$ cat src/rtl/rxerr_pkg.sv
package rxerr_pkg;
  localparam int NUM_EVT      = 8;
  localparam int EV_UNLOCK    = 0;
  localparam int EV_PARITY    = 1;
  localparam int EV_NONPCM    = 2;
  localparam int EV_AUDIO     = 3;
  localparam int EV_VALID     = 4;
  localparam int FIRST_STICKY = 5;

  typedef enum logic [1:0] {
    HOLD_X1 = 2'b00,
    HOLD_X2 = 2'b01,
    HOLD_X4 = 2'b10,
    HOLD_X8 = 2'b11
  } hold_sel_e;

  typedef enum logic [1:0] {
    GATE_PASS   = 2'b00,
    GATE_REPEAT = 2'b01,
    GATE_ZERO   = 2'b10
  } gate_e;
endpackage

$ cat src/rtl/rxerr_hold_timer.sv
module rxerr_hold_timer
  import rxerr_pkg::*;
#(
  parameter int BASE_HOLD = 512
) (
  input  logic      clk,
  input  logic      rst_n,
  input  logic      src,
  input  logic      tick,
  input  hold_sel_e sel,
  output logic      irq
);
  localparam int CW = $clog2(BASE_HOLD * 8);

  logic          hold_q, hold_d;
  logic [CW-1:0] cnt_q, cnt_d;
  logic [CW-1:0] lim_m1;

  always_comb begin
    case (sel)
      HOLD_X1: lim_m1 = CW'(BASE_HOLD - 1);
      HOLD_X2: lim_m1 = CW'(BASE_HOLD * 2 - 1);
      HOLD_X4: lim_m1 = CW'(BASE_HOLD * 4 - 1);
      default: lim_m1 = CW'(BASE_HOLD * 8 - 1);
    endcase
  end

  always_comb begin
    hold_d = hold_q;
    cnt_d  = cnt_q;
    if (src) begin
      hold_d = 1'b1;
      cnt_d  = '0;
    end else if (hold_q && tick) begin
      if (cnt_q >= lim_m1) begin
        hold_d = 1'b0;
        cnt_d  = '0;
      end else begin
        cnt_d = cnt_q + 1'b1;
      end
    end
  end

  always_ff @(posedge clk or negedge rst_n) begin
    if (!rst_n) begin
      hold_q <= 1'b0;
      cnt_q  <= '0;
    end else begin
      hold_q <= hold_d;
      cnt_q  <= cnt_d;
    end
  end

  assign irq = src | hold_q;


  src_arms_hold_chk: assert property (@(posedge clk) disable iff (!rst_n)
    src |=> hold_q);


  release_on_tick_chk: assert property (@(posedge clk) disable iff (!rst_n)
    $fell(hold_q) |-> ($past(tick) && !$past(src)));
endmodule

$ cat src/rtl/rxerr_status_regs.sv
module rxerr_status_regs
  import rxerr_pkg::*;
#(
  parameter int N_EVT   = NUM_EVT,
  parameter int N_LIVE  = FIRST_STICKY
) (
  input  logic             clk,
  input  logic             rst_n,
  input  logic [N_EVT-1:0] evt,
  input  logic             rd,
  output logic [N_EVT-1:0] status
);
  for (genvar i = 0; i < N_EVT; i++) begin : g_bit
    if (i < N_LIVE) begin : g_live
      assign status[i] = evt[i];
    end else begin : g_sticky
      logic flag_q, flag_d;

      always_comb flag_d = evt[i] | (flag_q & ~rd);

      always_ff @(posedge clk or negedge rst_n) begin
        if (!rst_n) flag_q <= 1'b0;
        else        flag_q <= flag_d;
      end

      assign status[i] = flag_q;


      sticky_set_chk: assert property (@(posedge clk) disable iff (!rst_n)
        evt[i] |=> status[i]);


      sticky_clr_chk: assert property (@(posedge clk) disable iff (!rst_n)
        $fell(status[i]) |-> $past(rd));
    end
  end
endmodule

$ cat src/rtl/rxerr_sample_gate.sv
module rxerr_sample_gate
  import rxerr_pkg::*;
#(
  parameter int SAMPLE_W = 24
) (
  input  logic                clk,
  input  logic                rst_n,
  input  logic                tick,
  input  logic                unlock,
  input  logic                parity,
  input  logic [SAMPLE_W-1:0] sample_in,
  input  logic                rdata_in,
  output logic [SAMPLE_W-1:0] sample_out,
  output logic                rdata_out,
  output logic                meta_clr
);
  gate_e               gate;
  logic [SAMPLE_W-1:0] smp_q, smp_d;
  logic                unl_q, clr_q, clr_d;

  always_comb begin
    if (unlock)      gate = GATE_ZERO;
    else if (parity) gate = GATE_REPEAT;
    else             gate = GATE_PASS;
  end

  always_comb begin
    smp_d = smp_q;
    if (tick) begin
      case (gate)
        GATE_ZERO:   smp_d = '0;
        GATE_REPEAT: smp_d = smp_q;
        default:     smp_d = sample_in;
      endcase
    end
    clr_d = unlock & ~unl_q;
  end

  always_ff @(posedge clk or negedge rst_n) begin
    if (!rst_n) begin
      smp_q <= '0;
      unl_q <= 1'b0;
      clr_q <= 1'b0;
    end else begin
      smp_q <= smp_d;
      unl_q <= unlock;
      clr_q <= clr_d;
    end
  end

  assign sample_out = smp_q;
  assign rdata_out  = rdata_in & ~unlock;
  assign meta_clr   = clr_q;


  zero_on_unlock_chk: assert property (@(posedge clk) disable iff (!rst_n)
    (tick && unlock) |=> (sample_out == '0));


  repeat_on_parity_chk: assert property (@(posedge clk) disable iff (!rst_n)
    (tick && parity && !unlock) |=> $stable(sample_out));


  meta_pulse_chk: assert property (@(posedge clk) disable iff (!rst_n)
    meta_clr |=> !meta_clr);
endmodule

$ cat src/rtl/rxerr_irq_ctrl.sv
module rxerr_irq_ctrl
  import rxerr_pkg::*;
#(
  parameter int SAMPLE_W  = 24,
  parameter int BASE_HOLD = 512
) (
  input  logic                clk,
  input  logic                rst_n,
  input  logic                serial_mode,
  input  logic [7:0]          evt_in,
  input  logic                fs_tick,
  input  logic [7:0]          mask_int0,
  input  logic [7:0]          mask_int1,
  input  logic [1:0]          hold_sel,
  input  logic                stat_rd,
  input  logic [SAMPLE_W-1:0] sample_in,
  input  logic                rdata_in,
  output logic                int0,
  output logic                int1,
  output logic [7:0]          status,
  output logic [SAMPLE_W-1:0] sample_out,
  output logic                rdata_out,
  output logic                meta_clr
);
  logic      rst_s1_q, rst_s2_q;
  logic      src0, src1;
  hold_sel_e sel_eff;

  always_ff @(posedge clk or negedge rst_n) begin
    if (!rst_n) begin
      rst_s1_q <= 1'b0;
      rst_s2_q <= 1'b0;
    end else begin
      rst_s1_q <= 1'b1;
      rst_s2_q <= rst_s1_q;
    end
  end

  rxerr_status_regs #(
    .N_EVT  (NUM_EVT),
    .N_LIVE (FIRST_STICKY)
  ) u_stat (
    .clk    (clk),
    .rst_n  (rst_s2_q),
    .evt    (evt_in),
    .rd     (stat_rd),
    .status (status)
  );

  always_comb begin
    if (serial_mode) begin
      src0    = |(status & ~mask_int0);
      src1    = |(status & ~mask_int1);
      sel_eff = hold_sel_e'(hold_sel);
    end else begin
      src0    = evt_in[EV_UNLOCK] | evt_in[EV_PARITY];
      src1    = evt_in[EV_NONPCM] | evt_in[EV_AUDIO];
      sel_eff = HOLD_X2;
    end
  end

  rxerr_hold_timer #(
    .BASE_HOLD (BASE_HOLD)
  ) u_hold (
    .clk   (clk),
    .rst_n (rst_s2_q),
    .src   (src0),
    .tick  (fs_tick),
    .sel   (sel_eff),
    .irq   (int0)
  );

  assign int1 = src1;

  rxerr_sample_gate #(
    .SAMPLE_W (SAMPLE_W)
  ) u_gate (
    .clk        (clk),
    .rst_n      (rst_s2_q),
    .tick       (fs_tick),
    .unlock     (evt_in[EV_UNLOCK]),
    .parity     (evt_in[EV_PARITY]),
    .sample_in  (sample_in),
    .rdata_in   (rdata_in),
    .sample_out (sample_out),
    .rdata_out  (rdata_out),
    .meta_clr   (meta_clr)
  );


  live_status_chk: assert property (@(posedge clk) disable iff (!rst_s2_q)
    status[FIRST_STICKY-1:0] == evt_in[FIRST_STICKY-1:0]);


  fixed_int0_chk: assert property (@(posedge clk) disable iff (!rst_s2_q)
    (!serial_mode && (evt_in[EV_UNLOCK] || evt_in[EV_PARITY])) |-> int0);
endmodule

$ cat config.mk
export PLATFORM = sky130hd
export DESIGN_NAME = rxerr_irq_ctrl
export DESIGN_NICKNAME = d
export VERILOG_FILES = /design/src/rtl/rxerr_pkg.sv /design/src/rtl/rxerr_hold_timer.sv /design/src/rtl/rxerr_status_regs.sv /design/src/rtl/rxerr_sample_gate.sv /design/src/rtl/rxerr_irq_ctrl.sv
export SDC_FILE = /design/constraint.sdc
export NUM_CORES = 1
export LEC_CHECK = 0
export BUFFER_PORTS_ARGS = -buffer_cell sky130_fd_sc_hd__buf_4
export CORE_MARGIN = 2
export CORE_UTILIZATION = 49
export DETAILED_ROUTE_END_ITERATION = 8
export GPL_ROUTABILITY_DRIVEN = 0
export PLACE_DENSITY_LB_ADDON = 0.08
export SYNTH_ARGS = -nofsm -noshare
export SYNTH_HDL_FRONTEND = slang
export SYNTH_HIERARCHICAL = 1
export SYNTH_SLANG_ARGS = --single-unit
export TNS_END_PERCENT = 1
$ cat constraint.sdc
create_clock -name clk -period 2.2 [get_ports clk]
set_clock_uncertainty 0.1 [all_clocks]
set_input_delay 0.44 -clock clk [delete_from_list [all_inputs] [get_ports clk]]
set_output_delay 0.44 -clock clk [all_outputs]
set_load 0.005 [all_outputs]
==> After elaboration in Yosys (flattened, before gate mapping) <==
Index checks and enable logic that the tools add are counted.
W data, S select, Z words.
{ "op_classes": {"add_sub_neg": 1, "n_lt_le_gt_ge": 1, "n_eq_ne": 4, "muxes": 13, "bitwise": 19, "n_reduce_logical": 8} }
{ "ops": {"columns": ["operator", "count"], "rows": [
  ["$pmux W24 S2", 1],
  ["$mux W12", 3],
  ["$pmux W12 S3", 1],
  ["$and A8 B8 Y8", 2],
  ["$not A8 Y8", 2],
  ["$reduce_or A8 Y1", 2],
  ["$add A12 B1 Y12 const B", 1],
  ["$ge A12 B12 Y1", 1],
  ["$mux W1", 6],
  ["$or A1 B1 Y1", 6],
  ["$and A1 B1 Y1", 5],
  ["$eq A2 B1 Y1 const B", 2],
  ["$eq A2 B2 Y1 const B", 2],
  ["$mux W2", 2],
  ["$not A1 Y1", 4],
  ["$reduce_and A2 Y1", 2],
  ["$reduce_bool A2 Y1", 2],
  ["$logic_not A2 Y1", 1],
  ["$logic_and A1 B1 Y1", 1]
]} }
{ "totals": {"regBits": 44, "out_inout_bits": 36, "wordCells": 56} }

==> Longest topological paths before layout <==
Gate-level depths: netlist (run 1).
{ "depth": {"depth_word": 7, "depth_mapped": 9, "ltp_nobuf": 8} }

==> Cells and area by module <==
The synthesis (run 1) kept the hierarchy.
{ "modules_own_cells": {"columns": ["mod", "instances", "cells_per_inst", "area_per_inst_um2", "seq_area_each_um2"], "rows": [
  ["rxerr_sample_gate", 1, 113, 1358.8, 650.6],
  ["rxerr_hold_timer", 1, 79, 788.3, 325.3],
  ["rxerr_irq_ctrl", 1, 30, 251.5, 50.0],
  ["rxerr_status_regs", 1, 15, 161.4, 75.1]
]} }

==> Worst setup path before layout (run 1) <==
No wires, ideal clock.
{ "synth_timing": {"kind": "in2reg", "startpoint": "in evt_in[1]", "endpoint": "reg u_hold.hold_q", "t_arrival_ps": 1951, "slack_ps": 74, "path_stages": 9, "path_cell_list": "buf_4 nor2b_4 a2111oi_2 a31oi_1 a211o_1 a21o_1 nor2b_4 buf_6 o21bai_2"} }
{ "synth_via": {"elab_chain_cells": 5, "word_cells_on_any_way": 8} }
{ "synth_lines": {"columns": ["element", "line", "text"], "rows": [
  ["start, declared", "rxerr_irq_ctrl.sv:10", "input logic [7:0] evt_in,"],
  ["$and A8 B8 Y8", "rxerr_irq_ctrl.sv:52", "src0 = |(status & ~mask_int0);"],
  ["$reduce_or A8 Y1", "rxerr_irq_ctrl.sv:52", null],
  ["$mux W1 *", "rxerr_irq_ctrl.sv:51", "if (serial_mode) begin"],
  ["named net src0", "rxerr_irq_ctrl.sv:26", "logic src0, src1;"],
  ["$reduce_bool A2 Y1 (no line)", null, null],
  ["$reduce_and A2 Y1 (no line)", null, null],
  ["end signal, assigned", "rxerr_hold_timer.sv:49", "hold_q <= hold_d;"],
  ["end, declared", "rxerr_hold_timer.sv:15", "logic hold_q, hold_d;"]
]} }
Mark *: on every way through the listed nets, which the timed path passes. The rest lies on a longest branch.
A chain may end at the register's enable or synchronous reset.

==> Worst setup path after layout (run 1) <==
{ "layout_timing": {"startpoint": "reg u_stat.g_bit[6].g_sticky.flag_q", "endpoint": "out int0"} }
{ "layout_via": {"elab_chain_cells": 4} }
{ "layout_lines": {"columns": ["element", "line", "text"], "rows": [
  ["start, declared", "rxerr_status_regs.sv:17", "logic flag_q, flag_d;"],
  ["start signal, assigned", "rxerr_status_regs.sv:23", "else flag_q <= flag_d;"],
  ["$and A8 B8 Y8", "rxerr_irq_ctrl.sv:52", null],
  ["$reduce_or A8 Y1", "rxerr_irq_ctrl.sv:52", null],
  ["$mux W1", "rxerr_irq_ctrl.sv:51", null],
  ["named net src0", "rxerr_irq_ctrl.sv:26", null],
  ["$or A1 B1 Y1", "rxerr_hold_timer.sv:54", "assign irq = src | hold_q;"],
  ["end, declared", "rxerr_irq_ctrl.sv:18", "output logic int0,"]
]} }
The timed path passes the listed nets, and every way through them passes these cells.

==> reports/qor.csv, run 1 <==
stage,metric,value,unit
yosys,mux contribution to synthesized area,0.440,%
worst_setup_path,Worst setup SP type,flip-flop,
detailed_routing,Via density,5.15,
power_and_ir_drop,Comb power frac,21.2,%
power_and_ir_drop,power share of the sequential group,47.8,%
power_and_ir_drop,clock share of power,31.0,%
clock_network,htree depth,2,
detailed_routing,via count,2048,
worst_setup_path,Critical path buffers and inverters,1,
clock_network,CTS tree,yes,
worst_setup_path,Worst EP arrival,1.62,ns
worst_setup_path,CP Depth,4,
power_and_ir_drop,power per cell area,560,nW/um^2
global_routing,Overflow after GRT,0,
worst_setup_path,worst-case reg-to-reg path depth,7,
worst_setup_path,Critical-path top delay cell,dfrtp_2,
yosys,Post-Synth Adder-Cell Area,1.96,%
yosys,Synth top area share,43.0,%
timing,fin crit period,2.16,ns
global_routing,total track usage,21.1,%
place,Area after DPL,3260,um^2
layout,fin nets,387,
layout,area grow syn2layout,34.3,%
place,port bufs,91,
power_and_ir_drop,Power Internal,1.46,mW
yosys,synth cell count leaders,"dfrtp_1 (44), nor2b_1 (33), a211o_1 (18)",
yosys,register area share after synthesis,43.0,%
die,core footprint,5070,um^2
clock_network,CTS Buffer Depth,2,
timing,final count of negative-setup-slack endpoints,0,
yosys,synth unique cells,45,
worst_setup_path,crit end category,output port,
global_routing,vias in the first global route,1956,
yosys,leading area contributor after synthesis,dfrtp_1,
hold_path,Hold Crit Class,flip-flop to asynchronous set/reset pin,
layout,fill cell count,423,
global_routing,first-pass GRT wire length,9950,um
die,die span in x,76.3,um
job,Max-Cap Viols,0,
yosys,Synth Warn #,6,
timing,setup TNS,0,ns
yosys,ranking of synthesized cells by area,"dfrtp_1 (43%), nor2b_1 (8.1%), a211o_1 (6.2%)",
worst_setup_path,CP max stage delay,0.45,ns
clock_network,clock transition at the registers of the reported paths,0.08,ns
worst_setup_path,CP Cell Sequence,a2111oi_4 -> a31oi_2 -> or2_4 -> buf_6,
yosys,Netlist Area Pre-Place,2560,um^2
die,full die area,5820,um^2
yosys,XOR/XNOR Fraction of Synth Area,2.05,%
worst_setup_path,kind of critical path,flip-flop to output port,
clock_network,CTS Sinks,44,
global_routing,largest net degree at the start of global routing,35,
yosys,Mapped Cells,237,
timing,max-slew violations,0,
run_status,status,"complete, no violations",
die,IO Count,92,
layout,final instance area,3440,um^2
yosys,main combinational cell family by area after synthesis,simple AND/OR/NAND/NOR gates,
timing,period utilisation layout,98.1,%
yosys,"FFs w/ async S/R, synth",100,%
timing,RSZ-0062 raised after global routing,true,
yosys,number of synthesized flops with an enable pin,0,
timing,max frequency,463,MHz
clock_network,clk root buf,clkbuf_8,
power_and_ir_drop,P_leak,1.79,nW
die,initial core utilization,50.4,%
detailed_routing,TritonRoute pass-1 iters,4,
clock_network,Worst-Skew Late Latency,0.29,ns
yosys,"Avg Cell Area, Syn",10.8,um^2
die,DIE HEIGHT,76.3,um
detailed_routing,1st-iter DRT viols,128,
die,num rows,26,
power_and_ir_drop,Sw Share,24.2,%
layout,antenna cells,0,
worst_setup_path,peak fanout along the critical path,4,
global_routing,initial antenna violation count,0,
power_and_ir_drop,worst vdd ir,382,uV
layout,share of post-route cells with drive strength above 1,42.4,%
yosys,prevailing post-synth register cell,dfrtp_1,
detailed_routing,final WL,5930,um
detailed_routing,final antenna-violating net count,0,
place,DP HPWL,4280,um
yosys,compound-cell area share of the yosys netlist,16.9,%
yosys,area share of and/or/nand/nor cells after synthesis,27.4,%
yosys,Mapped Nets,297,
detailed_routing,drt drc,0,
yosys,"count leader, synth",dfrtp_1,
power_and_ir_drop,Pwr Total,1.92,mW
worst_setup_path,Crit path max-delay family,compound AO/OA/AOI/OAI gates,
yosys,Synth Register Bits,44,
clock_network,CTS Buf Count,5,
detailed_routing,DR WL/cell,14.9,um
timing,final hold violation count,0,
power_and_ir_drop,net switching power,466,uW
worst_setup_path,Worst EP required,1.66,ns
-- power by group through the flow --
stage,Combinational (mW),Clock [mW],Sequential [mW]
detailed placement,0.395,0,0.935
floorplan,0.191,0,0.935
CTS,0.404,0.616,0.918
global placement,0.390,0,0.932
global route,0.440,0.648,0.931
finish,0.407,0.596,0.920
-- sequential cells by signal, summed over array words and instances (netlist names) --
name and count:
rst_s2_q 1, u_hold/cnt_q 12, u_gate/unl_q 1, u_stat/g_bit.g_sticky.flag_q 3, rst_s1_q 1, u_gate/meta_clr 1
u_gate/sample_out 24, u_hold/hold_q 1
-- routing by layer --
layer | global-route usage (%) | up-vias | wire [um]
met5 | 0 | - | 0
met4 | 6.36 | 0 | 34
met3 | 4.86 | 2 | 181
met2 | 35.0 | 31 | 3040
met1 | 27.8 | 995 | 2670
li1 | - | 1020 | -
-- final cells by class --
type | instances | area, um^2 | share of cell area [%]
multi-input combinational | 160 | 1290 | 37.5
sequential | 44 | 1100 | 32.1
clock inverter | 2 | 35.0 | 1.02
timing repair buffer | 105 | 807 | 23.5
clock buffer | 6 | 72.6 | 2.11
tap | 70 | 87.6 | 2.55
inverter | 11 | 41.3 | 1.20
-- cell usage in the layout, fill, tap and decap left out, types with 3 or more instances in the layout --
cell type	n
a211o_1	18
a21o_1	6
a221o_1	7
and2_1	9
and4bb_1	6
buf_4	102
clkbuf_8	5
dfrtp_1	41
dfrtp_2	3
ha_1	4
inv_1	11
nand2_1	6
nand3_1	3
nor2_1	5
nor2_2	7
nor2b_1	33
nor2b_4	4
nor4bb_1	9
o21ai_0	4
xnor2_1	3
xor2_1	3
-- repair_timing --
| item | CTS | global route |
|---|---|---|
| pin swaps | 2 | 1 |
| setup buffers | 2 | 0 |
| hold endpoints to repair | 2 | 0 |
| gates resized for setup | 2 | 6 |
| setup endpoints to repair | 1 | 5 |
| hold buffers | 1 | 0 |
-- path summary, 6_finish.rpt --
kind | slack [ns] | endpoint | start
max in group asynchronous | 1.40 | u_hold/cnt_q[8] | rst_s2_q
setup reg to reg | 0.14 | u_hold/hold_q | u_stat/g_bit[6].g_sticky.flag_q
min in group clk | 0.23 | u_stat/g_bit[6].g_sticky.flag_q | evt_in[6]
hold reg to reg | 0.07 | u_gate/meta_clr | rst_s2_q
hold / removal | 0.07 | u_gate/meta_clr | rst_s2_q
setup / recovery | 0.04 | int0 | u_stat/g_bit[6].g_sticky.flag_q
-- metrics by stage --
step | utilization, % | setup WS, ns | std cells | hold slack, ns
2_1_floorplan | - | 0.0739 | 237 | 0.0444
3_3_place_gp | 64.3 | -0.0248 | 387 | 0.0714
3_5_place_dp | 64.3 | -0.0868 | 387 | 0.0665
4_1_cts | 67.2 | 0.0309 | 398 | 0.0748
5_1_grt | 67.7 | -0.0243 | 398 | 0.105
6_report | 67.7 | 0.0424 | 398 | 0.0666
-- kinds of logic after synthesis --
group	after synthesis
AND/OR/NAND/NOR	97
AO/OA/AOI/OAI	51
flip-flops	44
buffers and inverters	33
XOR/XNOR	6
adder cells (fa/ha/maj)	4
other	1
multiplexers	1
Power figures use the tool's default switching activity.
==> run 2, diff against run 1 <==
BUFFER_PORTS_ARGS = unset   (was -buffer_cell sky130_fd_sc_hd__buf_4)
DONT_BUFFER_PORTS = 1   (was unset)
==> run 2 against run 1 <==
Effect of this change:
- sequential share of layout area is 8.9 points higher
- power decreased by 4.6%
- design area down 22%
- sequential cell count is the same
- sequential power increased by 2.3%
- clock power rose by 20%
==> reports/qor.csv, run 2 (synthesis gave the netlist of run 1 again) <==
stage,metric,value,unit
power_and_ir_drop,Pwr Total,1.84,mW
timing,max-slew violations,0,
hold_path,WHS Endpoint,u_gate/unl_q,
detailed_routing,Via density,5.85,
clock_network,CTS tree,yes,
timing,RSZ-0062 raised after global routing,false,
timing,final hold violation count,0,
timing,final count of negative-setup-slack endpoints,0,
layout,"most common cell after layout, fill and taps aside",dfrtp_1,
hold_path,Hold Crit Class,input pin to flip-flop,
power_and_ir_drop,P_leak,1.31,nW
layout,final core utilization,52.9,%
power_and_ir_drop,net switching power,404,uW
layout,area grow syn2layout,4.94,%
timing,max frequency,479,MHz
worst_setup_path,flop2flop setup slack,0.17,ns
timing,setup TNS,0,ns
die,die span in x,76.3,um
worst_setup_path,Worst setup SP type,flip-flop,
place,post-placement cell count,288,
detailed_routing,final WL,5170,um
global_routing,initial antenna violation count,1,
detailed_routing,via count,1756,
die,core footprint,5070,um^2
detailed_routing,final antenna-violating net count,0,
power_and_ir_drop,power per cell area,683,nW/um^2
detailed_routing,DR WL/cell,17.2,um
hold_path,HP Start,evt_in[0],
die,full die area,5820,um^2
global_routing,Overflow after GRT,0,
clock_network,CTS Buffer Depth,2,
timing,period utilisation layout,94.9,%
global_routing,first-pass GRT wire length,8690,um
global_routing,largest net degree at the start of global routing,50,
worst_setup_path,Worst EP arrival,1.55,ns
worst_setup_path,Reg-to-Reg Start,u_stat/g_bit[7].g_sticky.flag_q,
power_and_ir_drop,Power Internal,1.43,mW
detailed_routing,TritonRoute pass-1 iters,5,
worst_setup_path,kind of critical path,flip-flop to output port,
worst_setup_path,Reg2Reg Capture Point,u_hold/cnt_q[7],
clock_network,Worst-Skew Late Latency,0.29,ns
run_status,status,"complete, no violations",
layout,share of post-route cells with drive strength above 1,16.2,%
place,DP HPWL,3590,um
clock_network,clock transition at the registers of the reported paths,0.09,ns
timing,Slew HR,40.0,%
power_and_ir_drop,Sw Share,22.0,%
die,num rows,26,
global_routing,vias in the first global route,1842,
global_routing,total track usage,18.3,%
place,port bufs,0,
die,IO Count,92,
timing,fin crit period,2.09,ns
detailed_routing,1st-iter DRT viols,134,
job,Max-Cap Viols,0,
layout,fin nets,288,
worst_setup_path,Worst EP required,1.66,ns
clock_network,htree depth,2,
layout,final std cells w/o fill,300,
layout,"commonest cells after routing, fill and taps aside","dfrtp_1 (43), nor2b_1 (33), a211o_1 (18)",
worst_setup_path,peak fanout along the critical path,4,
detailed_routing,drt drc,0,
die,DIE HEIGHT,76.3,um
die,initial core utilization,50.4,%
power_and_ir_drop,clock share of power,39.0,%
hold_path,hold path cells,0,
layout,fill cell count,464,
layout,Largest register FFs,24,
worst_setup_path,worst-case reg-to-reg path depth,8,
timing,Slew @ Worst Pin,0.900,ns
clock_network,clk root buf,clkbuf_8,
power_and_ir_drop,power share of the sequential group,51.2,%
power_and_ir_drop,worst vdd ir,422,uV
clock_network,CTS Sinks,44,
power_and_ir_drop,Comb power frac,9.8,%
worst_setup_path,crit end category,output port,
clock_network,CTS Buf Count,5,
run 2: power groups by stage:
stage / registers, mW / clock network (mW) / logic (mW)
3_5_place_dp: 0.959 / 0 / 0.171
5_1_grt: 0.954 / 0.783 / 0.200
6_report: 0.941 / 0.715 / 0.180
4_1_cts: 0.943 / 0.739 / 0.179
3_3_place_gp: 0.955 / 0 / 0.164
2_1_floorplan: 0.935 / 0 / 0.191
run 2: stage by stage:
stage,hold WS [ns],instance area (um^2),setup WS [ns]
6_report,0.0697,2690,0.113
5_1_grt,0.0415,2690,0.00670
4_1_cts,0.0539,2670,0.0553
3_5_place_dp,0.0445,2500,0.0510
3_3_place_gp,0.0445,2500,0.0890
2_1_floorplan,0.0444,2560,0.0739
run 2: worst max-delay path, cell delays in order (launching register included):
cell	delay (ns)
dfrtp_1	0.46
a2111oi_2	0.35
a31oi_2	0.17
or2_4	0.29
run 2: metal layers:
metal  up-vias  global-route usage (%)  routed length, um
met5         -                       0                  0
met4         0                    5.45                 65
met3         7                    5.45                319
met2        53                    32.8               2690
met1       870                    21.1               2090
li1        826                       -                  -
run 2: cell type report:
class | instances | area [um^2] | share of cell area [%]
antenna | 1 | 2.50 | 0.0932
clock buffer | 6 | 72.6 | 2.70
clock inverter | 2 | 60.1 | 2.24
inverter | 11 | 41.3 | 1.54
multi-input combinational | 160 | 1270 | 47.4
sequential | 44 | 1100 | 41.0
tap | 70 | 87.6 | 3.26
timing repair buffer | 6 | 47.5 | 1.77
run 2: worst max-delay path by stage:
stage | from | end | cells past startpoint
4_1_cts | u_stat/g_bit[5].g_sticky.flag_q | int0 | 4
6_report | u_stat/g_bit[7].g_sticky.flag_q | int0 | 3
2_1_floorplan | evt_in[1] | u_hold/hold_q | 9
3_3_place_gp | evt_in[1] | u_hold/cnt_q[7] | 9
3_5_place_dp | evt_in[1] | u_hold/cnt_q[7] | 9
5_1_grt | u_stat/g_bit[7].g_sticky.flag_q | int0 | 3
run 2: repair_timing:
| item | CTS | global route |
|---|---|---|
| endpoints found under the hold margin | 2 | 0 |
| pin swaps | 1 | 2 |
| setup endpoints to repair | 1 | 3 |
| setup buffers | 0 | 2 |
| gates resized for setup | 3 | 0 |
| hold buffers | 1 | 0 |
==> run 3, diff against run 2 <==
CORE_MARGIN = unset   (was 2)
PLACE_DENSITY_LB_ADDON = unset   (was 0.08)
==> run 3 against run 2 <==
Effect of this change:
- sequential share of layout area hardly changed
- sequential cell count stayed put
- worst hold slack gained 0.0038 ns
- via count increased by 1.6%
- critical endpoint is now u_hold/cnt_q[2]
==> reports/qor.csv, run 3 (synthesis gave the netlist of run 1 again) <==
stage,metric,value,unit
global_routing,initial antenna violation count,0,
worst_setup_path,kind of critical path,flip-flop to flip-flop,
global_routing,vias in the first global route,1783,
die,IO Count,92,
power_and_ir_drop,P_leak,1.30,nW
die,die span in x,74.3,um
detailed_routing,Via density,6.07,
detailed_routing,drt drc,0,
timing,max-slew violations,0,
power_and_ir_drop,worst vdd ir,313,uV
hold_path,Hold Crit Class,input pin to flip-flop,
place,DP HPWL,3620,um
global_routing,Overflow after GRT,0,
layout,"commonest cells after routing, fill and taps aside","dfrtp_1 (43), nor2b_1 (33), a211o_1 (17)",
die,full die area,5520,um^2
layout,Largest register FFs,24,
layout,"most common cell after layout, fill and taps aside",dfrtp_1,
worst_setup_path,Worst setup SP type,flip-flop,
detailed_routing,final antenna-violating net count,0,
clock_network,CTS tree,yes,
place,Area after DPL,2510,um^2
detailed_routing,via count,1784,
run_status,status,"complete, no violations",
layout,antenna cells,0,
power_and_ir_drop,power per cell area,666,nW/um^2
clock_network,CTS Buffer Depth,2,
timing,fin crit period,2.12,ns
clock_network,Worst-Skew Late Latency,0.29,ns
clock_network,htree depth,2,
die,core footprint,4880,um^2
timing,period utilisation layout,96.5,%
worst_setup_path,Worst EP required,2.32,ns
die,DIE HEIGHT,74.3,um
timing,Slew HR,60.5,%
clock_network,clock transition at the registers of the reported paths,0.08,ns
timing,RSZ-0062 raised after global routing,false,
layout,final instance area,2690,um^2
global_routing,largest net degree at the start of global routing,50,
timing,setup TNS,0,ns
clock_network,clk root buf,clkbuf_8,
layout,fin nets,286,
layout,area grow syn2layout,4.99,%
timing,final hold violation count,0,
detailed_routing,final WL,5250,um
timing,Slew @ Worst Pin,0.591,ns
detailed_routing,1st-iter DRT viols,109,
worst_setup_path,crit end category,flip-flop,
detailed_routing,TritonRoute pass-1 iters,4,
die,num rows,25,
detailed_routing,DR WL/cell,17.8,um
worst_setup_path,peak fanout along the critical path,6,
timing,final count of negative-setup-slack endpoints,0,
worst_setup_path,Worst EP arrival,2.25,ns
place,port bufs,0,
global_routing,total track usage,20.7,%
clock_network,CTS Buf Count,5,
job,Max-Cap Viols,0,
global_routing,first-pass GRT wire length,8570,um
layout,share of post-route cells with drive strength above 1,16.3,%
timing,max frequency,471,MHz
die,initial core utilization,52.5,%
clock_network,CTS Sinks,44,
## run 3: per-layer routing
layer	part of all wire, %	track usage, %
met1	42	25.3
met2	49	33.0
met3	7.4	6.64
met4	2.4	10.1
met5	0	0
## run 3: power breakdown
part | internal (mW) | switching (mW)
combinational | 0.113 | 0.0780
sequential | 0.868 | 0.0663
clock | 0.400 | 0.265
## run 3: repair_timing
action                                  CTS  global route
hold buffers                              1             0
pin swaps                                 2             4
gates resized for setup                   3             2
endpoints found under the setup margin    1            13
endpoints found under the hold margin     2             0
buffers inserted                          1             0
## run 3: path summary, 6_finish.rpt
kind                                         to  depth (start not counted)                             from  slack [ns]
max                             u_hold/cnt_q[2]                          7  u_stat/g_bit[7].g_sticky.flag_q        0.08
min in group asynchronous      u_hold/cnt_q[10]                          0                         rst_s2_q        0.11
max in group asynchronous  u_gate/sample_out[3]                          1                         rst_s2_q        1.42
min                                u_gate/unl_q                          0                        evt_in[0]        0.07
max reg2reg                     u_hold/cnt_q[2]                          7  u_stat/g_bit[7].g_sticky.flag_q        0.08
min reg2reg                    u_hold/cnt_q[10]                          0                         rst_s2_q        0.11
## run 3: critical path: stages (launching register included)
cell       delay [ns]
dfrtp_1          0.46
a2111oi_2        0.37
a31oi_2          0.17
buf_4            0.17
a211o_4          0.30
a211oi_4         0.27
nand2_1          0.08
o21ai_1          0.13
## run 3: final cells by class
cell class / instances / area [um^2]
Clock buffer: 7 / 96.3
Clock inverter: 1 / 30.0
Fill cell: 445 / 2190
Inverter: 11 / 41.3
Multi-Input combinational cell: 160 / 1290
Sequential cell: 44 / 1100
Tap cell: 67 / 83.8
Timing Repair Buffer: 4 / 45.0
## run 3: metrics by stage
step | hold slack [ns] | worst slack, ns | cells | total power, mW | util, %
after global routing | 0.0488 | 0.000302 | 294 | 1.88 | 55.1
after global placement | 0.0445 | 0.0855 | 285 | 1.12 | 51.5
after CTS | 0.0595 | 0.00430 | 294 | 1.81 | 54.7
after floorplan | 0.0444 | 0.0739 | 237 | 1.13 | -
final | 0.0735 | 0.0776 | 294 | 1.79 | 55.1
after detailed placement | 0.0445 | 0.0438 | 285 | 1.13 | 51.5
